### src/rtl/sram_ctrl_pkg.sv
package sram_ctrl_pkg;

  typedef enum logic [1:0] {
    ST_IDLE  = 2'd0,
    ST_READ  = 2'd1,
    ST_WRITE = 2'd2,
    ST_RECOV = 2'd3
  } seq_state_e;

  function automatic int cyc_ceil(input int t_ns, input int clk_ns);
    return (t_ns + clk_ns - 1) / clk_ns;
  endfunction

  function automatic int max2(input int a, input int b);
    return (a > b) ? a : b;
  endfunction

endpackage

### src/rtl/sram_wait_cnt.sv
module sram_wait_cnt #(
  parameter int CNT_W = 4
) (
  input  logic             clk_i,
  input  logic             rst_ni,
  input  logic             load_i,
  input  logic [CNT_W-1:0] load_val_i,
  output logic             zero_o
);

  logic [CNT_W-1:0] cnt_q;

  always_ff @(posedge clk_i or negedge rst_ni) begin
    if (!rst_ni)             cnt_q <= '0;
    else if (load_i)         cnt_q <= load_val_i;
    else if (cnt_q != '0)    cnt_q <= cnt_q - 1'b1;
  end

  assign zero_o = (cnt_q == '0);

endmodule

### src/rtl/sram_seq_fsm.sv
module sram_seq_fsm
  import sram_ctrl_pkg::*;
#(
  parameter int CNT_W  = 4,
  parameter int RD_CYC = 10,
  parameter int WP_CYC = 8,
  parameter int REC_RD = 2,
  parameter int REC_WR = 2
) (
  input  logic             clk_i,
  input  logic             rst_ni,
  input  logic             req_i,
  input  logic             wr_i,
  input  logic             cnt_zero_i,
  output logic             cnt_load_o,
  output logic [CNT_W-1:0] cnt_val_o,
  output logic             launch_rd_o,
  output logic             launch_wr_o,
  output logic             finish_rd_o,
  output logic             finish_wr_o,
  output logic             done_o
);

  localparam logic [CNT_W-1:0] RD_LD  = CNT_W'(RD_CYC - 1);
  localparam logic [CNT_W-1:0] WP_LD  = CNT_W'(WP_CYC - 1);
  localparam logic [CNT_W-1:0] RRD_LD = CNT_W'(REC_RD - 1);
  localparam logic [CNT_W-1:0] RWR_LD = CNT_W'(REC_WR - 1);

  seq_state_e state_q, state_d;
  logic       done_q;
  logic       rec_end;

  assign launch_rd_o = (state_q == ST_IDLE) && req_i && !wr_i;
  assign launch_wr_o = (state_q == ST_IDLE) && req_i && wr_i;
  assign finish_rd_o = (state_q == ST_READ) && cnt_zero_i;
  assign finish_wr_o = (state_q == ST_WRITE) && cnt_zero_i;
  assign rec_end     = (state_q == ST_RECOV) && cnt_zero_i;

  assign cnt_load_o = launch_rd_o | launch_wr_o | finish_rd_o | finish_wr_o;

  always_comb begin
    cnt_val_o = '0;
    if (launch_rd_o)      cnt_val_o = RD_LD;
    else if (launch_wr_o) cnt_val_o = WP_LD;
    else if (finish_rd_o) cnt_val_o = RRD_LD;
    else if (finish_wr_o) cnt_val_o = RWR_LD;
  end

  always_comb begin
    state_d = state_q;
    unique case (state_q)
      ST_IDLE:  if (req_i) state_d = wr_i ? ST_WRITE : ST_READ;
      ST_READ:  if (cnt_zero_i) state_d = ST_RECOV;
      ST_WRITE: if (cnt_zero_i) state_d = ST_RECOV;
      ST_RECOV: if (cnt_zero_i) state_d = ST_IDLE;
      default:  state_d = ST_IDLE;
    endcase
  end

  always_ff @(posedge clk_i or negedge rst_ni) begin
    if (!rst_ni) begin
      state_q <= ST_IDLE;
      done_q  <= 1'b0;
    end else begin
      state_q <= state_d;
      done_q  <= rec_end;
    end
  end

  assign done_o = done_q;


  done_single_chk: assert property (@(posedge clk_i) disable iff (!rst_ni)
    done_q |=> !done_q);


  done_idle_chk: assert property (@(posedge clk_i) disable iff (!rst_ni)
    done_q |-> (state_q == ST_IDLE));

endmodule

### src/rtl/sram_pin_regs.sv
module sram_pin_regs #(
  parameter int ADDR_W = 11,
  parameter int DATA_W = 8
) (
  input  logic              clk_i,
  input  logic              rst_ni,
  input  logic              launch_rd_i,
  input  logic              launch_wr_i,
  input  logic              finish_rd_i,
  input  logic              finish_wr_i,
  input  logic [ADDR_W-1:0] addr_i,
  input  logic [DATA_W-1:0] wdata_i,
  input  logic [DATA_W-1:0] mem_din_i,
  output logic              ce_n_o,
  output logic              oe_n_o,
  output logic              we_n_o,
  output logic [ADDR_W-1:0] mem_addr_o,
  output logic [DATA_W-1:0] mem_dout_o,
  output logic              mem_dout_en_o,
  output logic [DATA_W-1:0] rdata_o
);

  logic              ce_n_q, oe_n_q, we_n_q;
  logic [ADDR_W-1:0] addr_q;
  logic [DATA_W-1:0] dout_q, rdata_q;
  logic              dout_en_q, hold_q;
  logic              launch, finish;

  assign launch = launch_rd_i | launch_wr_i;
  assign finish = finish_rd_i | finish_wr_i;

  always_ff @(posedge clk_i or negedge rst_ni) begin
    if (!rst_ni) begin
      ce_n_q    <= 1'b1;
      oe_n_q    <= 1'b1;
      we_n_q    <= 1'b1;
      addr_q    <= '0;
      dout_q    <= '0;
      dout_en_q <= 1'b0;
      hold_q    <= 1'b0;
      rdata_q   <= '0;
    end else begin
      hold_q <= finish_wr_i;
      if (launch) begin
        ce_n_q <= 1'b0;
        addr_q <= addr_i;
      end
      if (launch_rd_i) oe_n_q <= 1'b0;
      if (launch_wr_i) begin
        we_n_q    <= 1'b0;
        dout_q    <= wdata_i;
        dout_en_q <= 1'b1;
      end else if (hold_q) begin
        dout_en_q <= 1'b0;
      end
      // both strobes rise together: write window closes on one edge
      if (finish) begin
        ce_n_q <= 1'b1;
        oe_n_q <= 1'b1;
        we_n_q <= 1'b1;
      end
      if (finish_rd_i) rdata_q <= mem_din_i;
    end
  end

  assign ce_n_o        = ce_n_q;
  assign oe_n_o        = oe_n_q;
  assign we_n_o        = we_n_q;
  assign mem_addr_o    = addr_q;
  assign mem_dout_o    = dout_q;
  assign mem_dout_en_o = dout_en_q;
  assign rdata_o       = rdata_q;


  oe_we_excl_chk: assert property (@(posedge clk_i) disable iff (!rst_ni)
    !(!oe_n_q && !we_n_q));


  we_ce_rise_chk: assert property (@(posedge clk_i) disable iff (!rst_ni)
    $rose(we_n_q) |-> $rose(ce_n_q));


  drive_vs_oe_chk: assert property (@(posedge clk_i) disable iff (!rst_ni)
    dout_en_q |-> oe_n_q);


  data_hold_chk: assert property (@(posedge clk_i) disable iff (!rst_ni)
    $rose(we_n_q) |-> dout_en_q ##1 !dout_en_q);


  addr_hold_chk: assert property (@(posedge clk_i) disable iff (!rst_ni)
    (!ce_n_q && $past(!ce_n_q)) |-> $stable(addr_q));


  data_stable_chk: assert property (@(posedge clk_i) disable iff (!rst_ni)
    (dout_en_q && $past(dout_en_q)) |-> $stable(dout_q));

endmodule

### src/rtl/sram_cycle_ctrl.sv
module sram_cycle_ctrl
  import sram_ctrl_pkg::*;
#(
  parameter int ADDR_W    = 11,
  parameter int DATA_W    = 8,
  parameter int CLK_NS    = 10,
  parameter int T_ACC_NS  = 100,
  parameter int T_CO_NS   = 100,
  parameter int T_OE_NS   = 50,
  parameter int T_WP_NS   = 75,
  parameter int T_DS_NS   = 40,
  parameter int T_WR_NS   = 10,
  parameter int T_CYC_NS  = 100
) (
  input  logic              clk_i,
  input  logic              rst_ni,
  input  logic              req_i,
  input  logic              wr_i,
  input  logic [ADDR_W-1:0] addr_i,
  input  logic [DATA_W-1:0] wdata_i,
  output logic [DATA_W-1:0] rdata_o,
  output logic              done_o,
  output logic              mem_ce_n_o,
  output logic              mem_oe_n_o,
  output logic              mem_we_n_o,
  output logic [ADDR_W-1:0] mem_addr_o,
  output logic [DATA_W-1:0] mem_dout_o,
  output logic              mem_dout_en_o,
  input  logic [DATA_W-1:0] mem_din_i
);

  localparam int RD_CYC  = max2(max2(cyc_ceil(T_ACC_NS, CLK_NS), cyc_ceil(T_CO_NS, CLK_NS)),
                                max2(cyc_ceil(T_OE_NS, CLK_NS), 1));
  localparam int WP_CYC  = max2(max2(cyc_ceil(T_WP_NS, CLK_NS), cyc_ceil(T_DS_NS, CLK_NS)), 1);
  localparam int CYC_CYC = cyc_ceil(T_CYC_NS, CLK_NS);
  localparam int REC_BASE = max2(2, cyc_ceil(T_WR_NS, CLK_NS));
  localparam int REC_RD  = max2(REC_BASE, CYC_CYC - RD_CYC);
  localparam int REC_WR  = max2(REC_BASE, CYC_CYC - WP_CYC);
  localparam int REC_MIN = (REC_RD < REC_WR) ? REC_RD : REC_WR;
  localparam int MAX_CYC = max2(max2(RD_CYC, WP_CYC), max2(REC_RD, REC_WR));
  localparam int CNT_W   = $clog2(MAX_CYC + 1);
  localparam int LEN_W   = CNT_W + 1;

  logic             cnt_load, cnt_zero;
  logic [CNT_W-1:0] cnt_val;
  logic             launch_rd, launch_wr, finish_rd, finish_wr;

  sram_wait_cnt #(.CNT_W(CNT_W)) u_cnt (
    .clk_i      (clk_i),
    .rst_ni     (rst_ni),
    .load_i     (cnt_load),
    .load_val_i (cnt_val),
    .zero_o     (cnt_zero)
  );

  sram_seq_fsm #(
    .CNT_W  (CNT_W),
    .RD_CYC (RD_CYC),
    .WP_CYC (WP_CYC),
    .REC_RD (REC_RD),
    .REC_WR (REC_WR)
  ) u_fsm (
    .clk_i       (clk_i),
    .rst_ni      (rst_ni),
    .req_i       (req_i),
    .wr_i        (wr_i),
    .cnt_zero_i  (cnt_zero),
    .cnt_load_o  (cnt_load),
    .cnt_val_o   (cnt_val),
    .launch_rd_o (launch_rd),
    .launch_wr_o (launch_wr),
    .finish_rd_o (finish_rd),
    .finish_wr_o (finish_wr),
    .done_o      (done_o)
  );

  sram_pin_regs #(.ADDR_W(ADDR_W), .DATA_W(DATA_W)) u_pins (
    .clk_i         (clk_i),
    .rst_ni        (rst_ni),
    .launch_rd_i   (launch_rd),
    .launch_wr_i   (launch_wr),
    .finish_rd_i   (finish_rd),
    .finish_wr_i   (finish_wr),
    .addr_i        (addr_i),
    .wdata_i       (wdata_i),
    .mem_din_i     (mem_din_i),
    .ce_n_o        (mem_ce_n_o),
    .oe_n_o        (mem_oe_n_o),
    .we_n_o        (mem_we_n_o),
    .mem_addr_o    (mem_addr_o),
    .mem_dout_o    (mem_dout_o),
    .mem_dout_en_o (mem_dout_en_o),
    .rdata_o       (rdata_o)
  );

  // independent strobe width and gap monitors
  localparam logic [LEN_W-1:0] RD_LEN  = LEN_W'(RD_CYC);
  localparam logic [LEN_W-1:0] WP_LEN  = LEN_W'(WP_CYC);
  localparam logic [LEN_W-1:0] REC_LEN = LEN_W'(REC_MIN);
  localparam logic [LEN_W-1:0] LEN_MAX = '1;

  logic [LEN_W-1:0] we_low_len, oe_low_len, ce_gap_len;

  always_ff @(posedge clk_i or negedge rst_ni) begin
    if (!rst_ni) begin
      we_low_len <= '0;
      oe_low_len <= '0;
      ce_gap_len <= LEN_MAX;
    end else begin
      we_low_len <= mem_we_n_o ? '0 : we_low_len + 1'b1;
      oe_low_len <= mem_oe_n_o ? '0 : oe_low_len + 1'b1;
      if (!mem_ce_n_o)              ce_gap_len <= '0;
      else if (ce_gap_len != LEN_MAX) ce_gap_len <= ce_gap_len + 1'b1;
    end
  end


  rd_width_chk: assert property (@(posedge clk_i) disable iff (!rst_ni)
    $rose(mem_oe_n_o) |-> (oe_low_len == RD_LEN));


  wr_width_chk: assert property (@(posedge clk_i) disable iff (!rst_ni)
    $rose(mem_we_n_o) |-> (we_low_len == WP_LEN));


  rec_gap_chk: assert property (@(posedge clk_i) disable iff (!rst_ni)
    $fell(mem_ce_n_o) |-> (ce_gap_len >= REC_LEN));

endmodule

### config.mk
export PLATFORM = sky130hd
export DESIGN_NAME = sram_cycle_ctrl
export DESIGN_NICKNAME = d
export VERILOG_FILES = /design/src/rtl/sram_ctrl_pkg.sv /design/src/rtl/sram_wait_cnt.sv /design/src/rtl/sram_seq_fsm.sv /design/src/rtl/sram_pin_regs.sv /design/src/rtl/sram_cycle_ctrl.sv
export SDC_FILE = /design/constraint.sdc
export NUM_CORES = 1
export LEC_CHECK = 0
export BUFFER_PORTS_ARGS = -buffer_cell sky130_fd_sc_hd__buf_4
export CAP_MARGIN = 20
export CORE_ASPECT_RATIO = 1.5
export CORE_MARGIN = 5
export CORE_UTILIZATION = 52
export CTS_BUF_LIST = sky130_fd_sc_hd__clkbuf_16
export DETAILED_ROUTE_END_ITERATION = 16
export PLACE_DENSITY = 0.84
export SYNTH_ARGS = -nofsm -noshare
export SYNTH_HDL_FRONTEND = slang
export SYNTH_HIERARCHICAL = 1
export SYNTH_SLANG_ARGS = --single-unit
### constraint.sdc
create_clock -name clk_i -period 4.1 [get_ports clk_i]
set_input_delay 0 -clock clk_i [delete_from_list [all_inputs] [get_ports clk_i]]
set_output_delay 0 -clock clk_i [all_outputs]
set_load 0.03 [all_outputs]
==> impl_metrics.xml, run 1 <==
<?xml version="1.0" encoding="UTF-8"?>
<metrics>
  <group name="clock_network">
    <metric name="tritoncts_num_sinks" unit="">39</metric>
    <metric name="postCtsSetupBuffers" unit="">0</metric>
    <metric name="clockBufferDepth" unit="">2</metric>
    <metric name="tritoncts.num_buffers" unit="">5</metric>
    <metric name="cts.clk_slew.worst_paths" unit="ns">0.06</metric>
    <metric name="cts_tree" unit="">built</metric>
    <metric name="insertion_delay" unit="ns">0.28</metric>
    <metric name="h-tree-depth" unit="">2</metric>
    <metric name="clock-root-buffer" unit="">sky130_fd_sc_hd__clkbuf_16</metric>
  </group>
  <group name="critical_path">
    <metric name="required" unit="ns">4.26</metric>
    <metric name="crit-reg2reg-capture" unit="">u_cnt/cnt_q[3]</metric>
    <metric name="crit_path_end_kind" unit="">flip-flop</metric>
    <metric name="setup.worst_path.class" unit="">flip-flop to flip-flop</metric>
    <metric name="setup.worst_path.start_class" unit="">flip-flop</metric>
    <metric name="critPathMaxFanout" unit="">11</metric>
    <metric name="timing.critical_path.from" unit="">u_cnt/cnt_q[0]</metric>
    <metric name="crit_path_end" unit="">u_cnt/cnt_q[3]</metric>
    <metric name="origin_of_the_critical_flop_to_flop_path" unit="">u_cnt/cnt_q[0]</metric>
    <metric name="timing.reg2reg.worst_path_depth" unit="">8</metric>
    <metric name="crit_arrival" unit="ns">2.57</metric>
    <metric name="rrSetupSlack" unit="ns">1.70</metric>
  </group>
  <group name="global_route">
    <metric name="globalRoute.totalOverflow" unit="">0</metric>
    <metric name="track_usage" unit="">0.229</metric>
    <metric name="grt_pass1_vias" unit="">1467</metric>
    <metric name="maximum_number_of_pins_on_one_net_before_global_route_repair" unit="">40</metric>
    <metric name="antenna_found_initial" unit="">0</metric>
    <metric name="grt_pass1_wl" unit="mm">7.58</metric>
  </group>
  <group name="finish">
    <metric name="number_of_antenna_diodes" unit="">0</metric>
    <metric name="final_layout_size_suffix_gt1_frac" unit="">0.491</metric>
    <metric name="areaGrowthSynthToFinish" unit="%">53.8</metric>
    <metric name="fill_cells" unit="">158</metric>
    <metric name="final_net_count" unit="">252</metric>
  </group>
  <group name="timing">
    <metric name="finalCriticalPeriod" unit="ns">2.40</metric>
    <metric name="final-max-slew-violation-count" unit="">0</metric>
    <metric name="rsz_0062_raised_after_global_routing" unit="">false</metric>
    <metric name="final-setup-viol-count" unit="">0</metric>
    <metric name="hold_viol_final" unit="">0</metric>
    <metric name="finalCritPeriodShare" unit="">0.586</metric>
    <metric name="slew_headroom" unit="">0.567</metric>
    <metric name="final.setup.worst_slack" unit="ns">1.70</metric>
    <metric name="totalNegativeSetupSlack" unit="ns">0</metric>
    <metric name="worstMarginPinSlew" unit="ns">0.649</metric>
    <metric name="max_freq" unit="MHz">416</metric>
    <metric name="finClkSkew" unit="ns">0.00657</metric>
  </group>
  <group name="drt">
    <metric name="detail_route.drc_violations" unit="">0</metric>
    <metric name="detailroute.via_count" unit="">1295</metric>
    <metric name="postRouteWirelength" unit="mm">4.77</metric>
    <metric name="routed_via_density" unit="">5.06</metric>
    <metric name="wire_per_inst" unit="um">18.6</metric>
    <metric name="drt_first_iter_violations" unit="">43</metric>
    <metric name="dr.pass1.iters" unit="">4</metric>
    <metric name="drt.antenna.violating_nets" unit="">0</metric>
  </group>
  <group name="power_and_ir_drop">
    <metric name="power" unit="mW">2.32</metric>
    <metric name="cellPowerDensity" unit="nW/um^2">890</metric>
    <metric name="cellLeakagePower" unit="nW">1.27</metric>
    <metric name="vdd_ir_drop_max" unit="mV">0.629</metric>
  </group>
  <group name="placed_design">
    <metric name="post-dp-hpwl" unit="mm">2.63</metric>
    <metric name="port_buffers" unit="">62</metric>
    <metric name="place.gp.congestion" unit="">0.814</metric>
    <metric name="pre_cts_ws" unit="ns">1.77</metric>
  </group>
  <group name="synth">
    <metric name="number_of_enable_flip_flop_cells_after_synthesis" unit="">0</metric>
    <metric name="synth-seq-area-share" unit="">0.577</metric>
    <metric name="synthFlopType" unit="">sky130_fd_sc_hd__dfrtp_1</metric>
    <metric name="ys_warn_count" unit="">6</metric>
    <metric name="synthesis.instances" unit="">125</metric>
    <metric name="post_synth.cell_area_avg" unit="um^2">13.6</metric>
    <metric name="yosys_register_bits" unit="">39</metric>
    <metric name="synth_fp_nets" unit="">162</metric>
    <metric name="synth-async-reset-ratio" unit="">1.00</metric>
    <metric name="syn-cell-area" unit="um^2">1700</metric>
    <metric name="synthDistinctLibCells" unit="">28</metric>
  </group>
  <group name="floorplanning">
    <metric name="core.rowCount" unit="">25</metric>
    <metric name="num_io_pins" unit="">63</metric>
    <metric name="die_area" unit="um^2">4530</metric>
    <metric name="initial_standard_cell_utilization_of_the_core" unit="">0.537</metric>
    <metric name="placeableCoreArea" unit="um^2">3160</metric>
    <metric name="height_of_the_die" unit="um">80.0</metric>
    <metric name="fp.dieW" unit="um">56.6</metric>
  </group>
  <group name="min_path">
    <metric name="hold_class" unit="">input port to flip-flop</metric>
  </group>
  <group name="status">
    <metric name="outcome" unit="">finished clean</metric>
  </group>
  <group name="flow_run">
    <metric name="maximum_capacitance_violations" unit="">0</metric>
  </group>
</metrics>
critical path, stage by stage (launching register included):
cell and delay (ns):
sky130_fd_sc_hd__dfrtp_1 0.37, sky130_fd_sc_hd__inv_1 0.10, sky130_fd_sc_hd__ha_1 0.23, sky130_fd_sc_hd__nor3b_4 0.36, sky130_fd_sc_hd__and2_1 0.46, sky130_fd_sc_hd__nor2_1 0.12, sky130_fd_sc_hd__nand2_1 0.23, sky130_fd_sc_hd__nor3_1 0.09
sky130_fd_sc_hd__a221o_1 0.33
layout make-up:
class	count	area, um^2	share of cell area
Sequential cell	39	980	0.376
Tap cell	40	50.0	0.0192
Clock buffer	5	125	0.0480
Inverter	9	33.8	0.0129
Clock inverter	3	38.8	0.0149
Timing Repair Buffer	90	746	0.286
Multi-Input combinational cell	70	636	0.244
kinds of logic (layout without fill, tap and decap cells):
kind of cell               Yosys count  after routing  synth area share
DFF                                 39             39             0.577
adders and majority gates            6              6            0.0442
muxes                               32             32             0.215
buffers and inverters               16            107            0.0479
AOI/OAI and AO/OA                    9              9            0.0376
and+or+nand+nor                     22             22            0.0723
xor gates and xnor gates             1              1           0.00516
routing by layer:
layer,wire length (um),share of wire,track usage,vias up
met5,0,0,0,-
met4,159,0.033,0.109,0
met3,235,0.049,0.0550,12
met2,2750,0.58,0.435,39
met1,1630,0.34,0.226,646
li1,-,-,-,598
power by group:
part           leakage, nW  switching, mW  internal [mW]
clock               0.0812          0.144          0.283
combinational        0.725          0.658          0.523
sequential           0.466          0.125          0.588
repair_timing:
| item | 4_1_cts | 5_1_grt |
|---|---|---|
| gates resized for setup | 0 | 0 |
| hold buffers | 28 | 0 |
| hold endpoints to repair | 63 | 0 |
worst min-delay path by stage:
stage	from	end	slack (ns)	cells after the start
floorplan	rst_ni	u_cnt/cnt_q[0]	-0.30	0
global placement	rst_ni	u_pins/mem_dout_o[3]	-0.02	1
detailed placement	rst_ni	u_pins/mem_dout_o[5]	-0.009	1
CTS	wr_i	u_fsm/state_q[1]	0.08	4
global route	wr_i	u_pins/oe_n_o	0.10	3
finish	wr_i	u_fsm/state_q[1]	0.09	4
placed cells by master, fill, tap and decap left out, drive strengths merged:
cell type     n
dfrtp        36
nand2b        1
o21ai         5
nand2         7
xnor2         1
mux2         30
mux2i         2
ha            6
buf          62
o22ai         1
dfstp         3
nor2b         1
nor3b         2
nor2          5
a21o          1
clkinv        2
a211o         1
dlygate4sd3  28
nor3          2
a221o         1
inv           9
clkbuf        5
and2          3
and3          1
bufinv        1
synthesized netlist by cell type, types with 2 or more instances:
cell | instances | area, um^2
sky130_fd_sc_hd__nand2_1 | 7 | 26.3
sky130_fd_sc_hd__mux2i_1 | 2 | 20.0
sky130_fd_sc_hd__buf_2 | 2 | 10.0
sky130_fd_sc_hd__dfstp_2 | 3 | 78.8
sky130_fd_sc_hd__mux2_4 | 2 | 30.0
sky130_fd_sc_hd__inv_1 | 9 | 33.8
sky130_fd_sc_hd__dfrtp_1 | 36 | 901
sky130_fd_sc_hd__buf_4 | 3 | 22.5
sky130_fd_sc_hd__and2_1 | 3 | 18.8
sky130_fd_sc_hd__mux2_2 | 28 | 315
sky130_fd_sc_hd__o21ai_0 | 4 | 20.0
sky130_fd_sc_hd__nor3_1 | 2 | 10.0
sky130_fd_sc_hd__ha_1 | 6 | 75.1
sky130_fd_sc_hd__nor2_1 | 4 | 15.0
registers in the layout, summed over array words and instances, names as in the netlist:
signal / cells
u_fsm/state_q: 2
u_pins/we_n_o: 1
u_pins/rdata_o: 8
u_pins/mem_addr_o: 11
u_fsm/done_o: 1
u_pins/oe_n_o: 1
u_pins/mem_dout_en_o: 1
u_pins/hold_q: 1
u_pins/ce_n_o: 1
u_cnt/cnt_q: 4
u_pins/mem_dout_o: 8
stage by stage:
step | instances | hold slack [ns] | util | cell area [um^2]
2_1_floorplan | 125 | -0.296 | - | 1700
3_3_place_gp | 220 | -0.0204 | 0.685 | 2160
3_5_place_dp | 220 | -0.00921 | 0.685 | 2160
4_1_cts | 256 | 0.0834 | 0.826 | 2610
5_1_grt | 256 | 0.104 | 0.826 | 2610
6_report | 256 | 0.0895 | 0.826 | 2610
Note: power is estimated with default switching activity, not from simulation.
==> run 2: changes to the inputs <==
ABC_AREA = 1   (was default)
CORE_UTILIZATION = 44   (was 52)
PLACE_DENSITY = 0.75   (was 0.84)
clock period = 2.14 ns   (was 4.1 ns; I/O delays follow)
==> run 2 against run 1 <==
Combinational power rose by 82%. Sequential share of layout area down 0.85 points. Highest routed layer unchanged. Fmax rose by 34%. Global-route usage shrank 3.7 points. First-iteration DRC count decreased by 7.0%. Die area is 19% higher. Non-clock buffer count increased by 3. Critical path depth did not move. Utilization decreased by 15 points.
==> impl_metrics.xml, run 2 <==
<?xml version="1.0" encoding="UTF-8"?>
<metrics>
  <group name="status">
    <metric name="outcome" unit="">finished clean</metric>
  </group>
  <group name="clock_network">
    <metric name="clockBufferDepth" unit="">2</metric>
    <metric name="postCtsSetupBuffers" unit="">0</metric>
    <metric name="cts_repair_resize_count" unit="">0</metric>
    <metric name="cts_tree" unit="">built</metric>
    <metric name="insertion_delay" unit="ns">0.28</metric>
    <metric name="tritoncts.num_buffers" unit="">5</metric>
    <metric name="cts.clk_slew.worst_paths" unit="ns">0.05</metric>
    <metric name="h-tree-depth" unit="">2</metric>
    <metric name="tritoncts_num_sinks" unit="">39</metric>
    <metric name="holdBufCountCts" unit="">28</metric>
    <metric name="clock-root-buffer" unit="">sky130_fd_sc_hd__clkbuf_16</metric>
  </group>
  <group name="synth">
    <metric name="number_of_enable_flip_flop_cells_after_synthesis" unit="">0</metric>
    <metric name="synthFlopType" unit="">sky130_fd_sc_hd__dfrtp_1</metric>
    <metric name="synthesis.instances" unit="">207</metric>
    <metric name="post_synth.cell_area_avg" unit="um^2">8.51</metric>
    <metric name="post_synthesis_cell_type_with_the_largest_combined_area" unit="">sky130_fd_sc_hd__dfrtp_1</metric>
    <metric name="synth-seq-area-share" unit="">0.556</metric>
    <metric name="synth_fp_nets" unit="">244</metric>
    <metric name="post-synth-top-count-cell" unit="">sky130_fd_sc_hd__nand2_1</metric>
    <metric name="yosys_register_bits" unit="">39</metric>
    <metric name="ys_warn_count" unit="">6</metric>
    <metric name="synthDistinctLibCells" unit="">16</metric>
    <metric name="yosys-top-cells-area" unit="">sky130_fd_sc_hd__dfrtp_1, sky130_fd_sc_hd__nand2_1, sky130_fd_sc_hd__o21ai_0</metric>
    <metric name="ys_top_cells_by_count" unit="">sky130_fd_sc_hd__nand2_1, sky130_fd_sc_hd__dfrtp_1, sky130_fd_sc_hd__o21ai_0, sky130_fd_sc_hd__inv_1</metric>
    <metric name="synth-async-reset-ratio" unit="">1.00</metric>
    <metric name="yosysTopAreaCellShare" unit="">0.511</metric>
    <metric name="syn-cell-area" unit="um^2">1760</metric>
  </group>
  <group name="timing">
    <metric name="rsz_0062_raised_after_global_routing" unit="">false</metric>
    <metric name="final-max-slew-violation-count" unit="">0</metric>
    <metric name="hold_viol_final" unit="">0</metric>
    <metric name="finalCritPeriodShare" unit="">0.838</metric>
    <metric name="finalCriticalPeriod" unit="ns">1.79</metric>
    <metric name="worstMarginPinSlew" unit="ns">0.484</metric>
    <metric name="max_freq" unit="MHz">557</metric>
    <metric name="finClkSkew" unit="ns">0.00372</metric>
    <metric name="slew_headroom" unit="">0.677</metric>
    <metric name="totalNegativeSetupSlack" unit="ns">0</metric>
    <metric name="final-setup-viol-count" unit="">0</metric>
  </group>
  <group name="finish">
    <metric name="multi_input_comb_area" unit="um^2">629</metric>
    <metric name="sequential_cell_area" unit="um^2">980</metric>
    <metric name="final_layout_size_suffix_gt1_frac" unit="">0.273</metric>
    <metric name="number_of_flip_flops_in_the_largest_register" unit="">11</metric>
    <metric name="fill_cells" unit="">310</metric>
    <metric name="final_cell_count_no_fill" unit="">345</metric>
    <metric name="number_of_antenna_diodes" unit="">0</metric>
    <metric name="final_net_count" unit="">336</metric>
    <metric name="layout_commonest_cell" unit="">sky130_fd_sc_hd__nand2_1</metric>
    <metric name="commonest_non_fill_non_tap_cells_in_the_layout" unit="">sky130_fd_sc_hd__nand2_1, sky130_fd_sc_hd__buf_4, sky130_fd_sc_hd__dfrtp_1</metric>
    <metric name="areaGrowthSynthToFinish" unit="%">51.5</metric>
  </group>
  <group name="min_path">
    <metric name="timing.hold.worst.start" unit="">wr_i</metric>
    <metric name="hold_class" unit="">input port to flip-flop</metric>
  </group>
  <group name="power_and_ir_drop">
    <metric name="power" unit="mW">4.17</metric>
    <metric name="cellPowerDensity" unit="nW/um^2">1560</metric>
    <metric name="cellLeakagePower" unit="nW">1.48</metric>
    <metric name="vdd_ir_drop_max" unit="mV">0.927</metric>
  </group>
  <group name="critical_path">
    <metric name="required" unit="ns">2.36</metric>
    <metric name="crit_arrival" unit="ns">2.01</metric>
    <metric name="timing.critical_path.from" unit="">u_fsm/state_q[0]</metric>
    <metric name="critPathMaxFanout" unit="">12</metric>
    <metric name="setup.worst_path.start_class" unit="">flip-flop</metric>
    <metric name="crit_path_end_kind" unit="">flip-flop</metric>
    <metric name="setup.worst_path.class" unit="">flip-flop to flip-flop</metric>
    <metric name="origin_of_the_critical_flop_to_flop_path" unit="">u_fsm/state_q[0]</metric>
  </group>
  <group name="drt">
    <metric name="drt.antenna.violating_nets" unit="">0</metric>
    <metric name="postRouteWirelength" unit="mm">4.71</metric>
    <metric name="drt_first_iter_violations" unit="">40</metric>
    <metric name="dr.pass1.iters" unit="">4</metric>
    <metric name="detail_route.drc_violations" unit="">0</metric>
    <metric name="wire_per_inst" unit="um">13.7</metric>
    <metric name="detailroute.via_count" unit="">1641</metric>
    <metric name="routed_via_density" unit="">4.76</metric>
  </group>
  <group name="placed_design">
    <metric name="place.gp.congestion" unit="">0.725</metric>
    <metric name="port_buffers" unit="">62</metric>
    <metric name="dp_cells" unit="">309</metric>
    <metric name="post-dp-hpwl" unit="mm">3.18</metric>
  </group>
  <group name="floorplanning">
    <metric name="height_of_the_die" unit="um">87.5</metric>
    <metric name="core.rowCount" unit="">28</metric>
    <metric name="num_io_pins" unit="">63</metric>
    <metric name="placeableCoreArea" unit="um^2">3920</metric>
    <metric name="initial_standard_cell_utilization_of_the_core" unit="">0.449</metric>
    <metric name="die_area" unit="um^2">5400</metric>
    <metric name="fp.dieW" unit="um">61.7</metric>
  </group>
  <group name="global_route">
    <metric name="globalRoute.totalOverflow" unit="">0</metric>
    <metric name="grt_pass1_wl" unit="mm">7.55</metric>
    <metric name="antenna_found_initial" unit="">0</metric>
    <metric name="grt_pass1_vias" unit="">1671</metric>
    <metric name="track_usage" unit="">0.192</metric>
    <metric name="maximum_number_of_pins_on_one_net_before_global_route_repair" unit="">40</metric>
  </group>
  <group name="flow_run">
    <metric name="maximum_capacitance_violations" unit="">0</metric>
  </group>
</metrics>
run 2: cell types whose count changed in the layout (fill, tap and decap cells not counted), sizes merged, moves of 3 or more:
cell / previous run / this run
inv: 9 / 28
buf: 62 / 65
nand3: 0 / 7
and2: 3 / 0
o21ai: 5 / 27
nand2: 7 / 87
mux2: 30 / 0
run 2: final cells by class:
cell class,instances,area share
Inverter,26,0.0366
Clock buffer,5,0.0469
Multi-Input combinational cell,134,0.236
Timing Repair Buffer,93,0.288
Tap cell,45,0.0211
Sequential cell,39,0.367
Clock inverter,3,0.00469
run 2: worst paths after layout:
check | slack (ns) | end | cells past startpoint
worst max-delay path | 0.35 | u_pins/mem_addr_o[10] | 8
worst min-delay path | 0.08 | u_fsm/state_q[1] | 5
worst max register to register | 0.35 | u_pins/mem_addr_o[10] | 8
worst min register to register | 0.43 | u_pins/mem_dout_en_o | 1
max in group asynchronous | 1.56 | u_pins/we_n_o | 2
min in group asynchronous | 0.22 | u_pins/mem_addr_o[8] | 2
run 2: worst max-delay path, cell delays in order, from the launching register on:
cell                      delay, ns
sky130_fd_sc_hd__dfrtp_1       0.39
sky130_fd_sc_hd__inv_1         0.10
sky130_fd_sc_hd__ha_1          0.25
sky130_fd_sc_hd__nand2_1       0.13
sky130_fd_sc_hd__nor2_1        0.07
sky130_fd_sc_hd__buf_4         0.17
sky130_fd_sc_hd__nor2_2        0.40
sky130_fd_sc_hd__nand2_1       0.13
sky130_fd_sc_hd__nand2_1       0.09
run 2: report_power, final:
part           internal [mW]  total, mW  switching, mW
Sequential              1.12       1.33          0.213
Combinational          0.780       2.15           1.37
Clock                  0.420      0.689          0.269
Total                   2.32       4.17           1.85
run 2: per-layer routing:
layer  track usage  wire, um
met1         0.213      1710
met2         0.337      2600
met3        0.0430       279
met4        0.0830       127
met5             0         0
run 2: logic make-up (layout without fill, tap and decap cells):
group,Yosys count,after routing,synth area share
simple gates,100,100,0.231
flops,39,39,0.556
buf+inv,34,127,0.0866
compound gates,27,27,0.0788
fa+ha+maj,6,6,0.0426
xor+xnor,1,1,0.00497
run 2: metrics by stage:
step                hold WS [ns]  cell area, um^2  worst slack [ns]  utilization
floorplan                 -0.296             1760             0.634            -
global placement        -0.00458             2250             0.467        0.574
detailed placement      -0.00253             2250             0.408        0.574
CTS                       0.0809             2670             0.387        0.680
global route               0.115             2670             0.178        0.680
finish                    0.0847             2670             0.346        0.680
==> run 3: changes to the inputs <==
CORE_UTILIZATION = 49   (was 44)
PLACE_DENSITY = 0.79   (was 0.75)
clock period = 1.7 ns   (was 2.14 ns; I/O delays follow)
==> run 3 against run 2 <==
Utilization grew 11 points. Global-route usage grew 1.3 points. Sequential power grew 26%. Register-to-register slack lost 0.30 ns. Non-clock buffer count grew 5. Flip-flop and latch count is the same. Total power grew 29%. Via count grew 2.2%. Critical endpoint is now u_pins/mem_addr_o[3]. Largest cell class unchanged. Largest power group unchanged.
==> impl_metrics.xml, run 3 (same netlist as run 2, synthesis figures left out) <==
<?xml version="1.0" encoding="UTF-8"?>
<metrics>
  <group name="finish">
    <metric name="layout_commonest_cell" unit="">sky130_fd_sc_hd__nand2_1</metric>
    <metric name="commonest_non_fill_non_tap_cells_in_the_layout" unit="">sky130_fd_sc_hd__nand2_1, sky130_fd_sc_hd__buf_4, sky130_fd_sc_hd__dfrtp_1</metric>
    <metric name="fin_util" unit="">0.791</metric>
    <metric name="final_net_count" unit="">341</metric>
    <metric name="sequential_cell_area" unit="um^2">980</metric>
    <metric name="number_of_antenna_diodes" unit="">0</metric>
    <metric name="multi_input_comb_area" unit="um^2">652</metric>
    <metric name="fill_cells" unit="">228</metric>
    <metric name="areaGrowthSynthToFinish" unit="%">54.9</metric>
    <metric name="final_area" unit="um^2">2730</metric>
    <metric name="number_of_flip_flops_in_the_largest_register" unit="">11</metric>
    <metric name="final_layout_size_suffix_gt1_frac" unit="">0.315</metric>
  </group>
  <group name="power_and_ir_drop">
    <metric name="seqPwrFrac" unit="">0.312</metric>
    <metric name="clock_power_share" unit="">0.160</metric>
    <metric name="cellPowerDensity" unit="nW/um^2">1970</metric>
    <metric name="vdd_ir_drop_max" unit="mV">1.52</metric>
    <metric name="combinationalPowerShare" unit="">0.529</metric>
    <metric name="power_switching_share" unit="">0.443</metric>
    <metric name="power_switching" unit="mW">2.38</metric>
    <metric name="cellLeakagePower" unit="nW">1.51</metric>
    <metric name="cell_internal_pwr" unit="mW">3.00</metric>
  </group>
  <group name="timing">
    <metric name="hold_viol_final" unit="">0</metric>
    <metric name="final-setup-viol-count" unit="">0</metric>
    <metric name="finalCritPeriodShare" unit="">0.972</metric>
    <metric name="final-max-slew-violation-count" unit="">0</metric>
    <metric name="slew_headroom" unit="">0.688</metric>
    <metric name="finClkSkew" unit="ns">0.00258</metric>
    <metric name="finalCriticalPeriod" unit="ns">1.65</metric>
    <metric name="worstMarginPinSlew" unit="ns">0.468</metric>
    <metric name="max_freq" unit="MHz">605</metric>
  </group>
  <group name="floorplanning">
    <metric name="core.rowCount" unit="">26</metric>
    <metric name="num_io_pins" unit="">63</metric>
    <metric name="height_of_the_die" unit="um">83.4</metric>
    <metric name="die_area" unit="um^2">4920</metric>
    <metric name="initial_standard_cell_utilization_of_the_core" unit="">0.511</metric>
    <metric name="placeableCoreArea" unit="um^2">3450</metric>
    <metric name="fp.dieW" unit="um">59.0</metric>
  </group>
  <group name="min_path">
    <metric name="timing.hold.worst.start" unit="">wr_i</metric>
    <metric name="hold_class" unit="">input port to flip-flop</metric>
    <metric name="min_to" unit="">u_fsm/state_q[1]</metric>
    <metric name="hold_depth" unit="">5</metric>
  </group>
  <group name="placed_design">
    <metric name="post-dp-hpwl" unit="mm">3.06</metric>
    <metric name="port_buffers" unit="">62</metric>
    <metric name="place.gp.congestion" unit="">0.768</metric>
    <metric name="place_area" unit="um^2">2280</metric>
  </group>
  <group name="critical_path">
    <metric name="crit_arrival" unit="ns">1.81</metric>
    <metric name="origin_of_the_critical_flop_to_flop_path" unit="">u_fsm/state_q[0]</metric>
    <metric name="crit-reg2reg-capture" unit="">u_pins/mem_addr_o[3]</metric>
    <metric name="setup.worst_path.class" unit="">flip-flop to flip-flop</metric>
    <metric name="crit_path_end_kind" unit="">flip-flop</metric>
    <metric name="setup.worst_path.start_class" unit="">flip-flop</metric>
    <metric name="timing.reg2reg.worst_path_depth" unit="">9</metric>
    <metric name="critPathMaxFanout" unit="">14</metric>
    <metric name="rrSetupSlack" unit="ns">0.05</metric>
    <metric name="required" unit="ns">1.86</metric>
  </group>
  <group name="flow_run">
    <metric name="maximum_capacitance_violations" unit="">0</metric>
  </group>
  <group name="clock_network">
    <metric name="tritoncts_num_sinks" unit="">39</metric>
    <metric name="clock-root-buffer" unit="">sky130_fd_sc_hd__clkbuf_16</metric>
    <metric name="h-tree-depth" unit="">2</metric>
    <metric name="tritoncts.num_buffers" unit="">5</metric>
    <metric name="cts.clk_slew.worst_paths" unit="ns">0.05</metric>
    <metric name="cts_tree" unit="">built</metric>
    <metric name="insertion_delay" unit="ns">0.27</metric>
    <metric name="clockBufferDepth" unit="">2</metric>
  </group>
  <group name="drt">
    <metric name="postRouteWirelength" unit="mm">4.74</metric>
    <metric name="drt_first_iter_violations" unit="">72</metric>
    <metric name="detail_route.drc_violations" unit="">0</metric>
    <metric name="dr.pass1.iters" unit="">4</metric>
    <metric name="routed_via_density" unit="">4.83</metric>
    <metric name="drt.antenna.violating_nets" unit="">0</metric>
    <metric name="wire_per_inst" unit="um">13.7</metric>
    <metric name="detailroute.via_count" unit="">1677</metric>
  </group>
  <group name="global_route">
    <metric name="track_usage" unit="">0.205</metric>
    <metric name="globalRoute.totalOverflow" unit="">0</metric>
    <metric name="grt_pass1_vias" unit="">1754</metric>
    <metric name="antenna_found_initial" unit="">0</metric>
    <metric name="maximum_number_of_pins_on_one_net_before_global_route_repair" unit="">40</metric>
    <metric name="grt_pass1_wl" unit="mm">7.82</metric>
  </group>
  <group name="status">
    <metric name="outcome" unit="">finished clean</metric>
  </group>
</metrics>
## run 3: cell types whose count changed in the layout (fill, tap and decap cells not counted), sizes merged
cell | previous run | this run
buf | 65 | 70
## run 3: metal layers
metal / vias to the layer above / global-route usage / routed length, um
li1: 825 / - / -
met1: 772 / 0.224 / 1780
met2: 68 / 0.367 / 2560
met3: 12 / 0.0357 / 259
met4: 0 / 0.0928 / 142
met5: - / 0 / 0
## run 3: layout make-up
cell class,instances,area share
repair buffers,98,0.297
inverters,26,0.0358
clock inverters,3,0.00459
well taps,42,0.0193
multi-input cells,134,0.239
flip-flops and latches,39,0.359
clock buffers,5,0.0459
## run 3: worst max path at each step
| stage | startpoint | endpoint | depth (start not counted) | slack, ns |
|---|---|---|---|---|
| 6_report | u_fsm/state_q[0] | u_pins/mem_addr_o[3] | 9 | 0.05 |
| 5_1_grt | u_fsm/state_q[0] | u_pins/mem_addr_o[3] | 9 | -0.06 |
| 4_1_cts | u_cnt/cnt_q[0] | u_cnt/cnt_q[3] | 11 | 0.02 |
| 3_5_place_dp | u_cnt/cnt_q[0] | u_cnt/cnt_q[3] | 11 | 0.03 |
| 3_3_place_gp | u_cnt/cnt_q[0] | u_cnt/cnt_q[0] | 10 | 0.08 |
| 2_1_floorplan | u_fsm/state_q[0] | u_pins/mem_dout_o[0] | 8 | 0.19 |
## run 3: critical path, stage by stage, from the launching register on
cell and delay (ns):
sky130_fd_sc_hd__dfrtp_1 0.42, sky130_fd_sc_hd__inv_2 0.10, sky130_fd_sc_hd__ha_2 0.21, sky130_fd_sc_hd__nand2_2 0.11, sky130_fd_sc_hd__nor2_2 0.16, sky130_fd_sc_hd__buf_6 0.17, sky130_fd_sc_hd__nor2_2 0.06, sky130_fd_sc_hd__buf_4 0.17
sky130_fd_sc_hd__nand2_1 0.08, sky130_fd_sc_hd__nand2_1 0.06
## run 3: repair_timing
action                                  in CTS  in global routing
resized for setup                            0                 12
endpoints found under the setup margin       0                 15
hold buffers                                28                  0
hold endpoints to repair                    63                  0
setup buffers                                0                  1
## run 3: metrics by stage
stage / TNS (ns) / setup slack, ns / hold slack [ns] / total power, mW / std cells
6_report: 0 / 0.0484 / 0.0910 / 5.38 / 347
5_1_grt: -0.270 / -0.0559 / 0.153 / 5.77 / 347
4_1_cts: 0 / 0.0170 / 0.0863 / 5.31 / 346
3_5_place_dp: 0 / 0.0318 / -0.00571 / 4.36 / 310
3_3_place_gp: 0 / 0.0828 / -0.0112 / 4.27 / 310
2_1_floorplan: 0 / 0.194 / -0.296 / 3.39 / 207
## run 3: power by group through the flow
stage,Sequential [mW],Clock [mW],Combinational [mW]
final,1.68,0.859,2.85
after global placement,1.65,0,2.62
after floorplan,2.38,0,1.01
after detailed placement,1.67,0,2.69
after CTS,1.66,0.884,2.77
after global routing,1.74,0.925,3.11
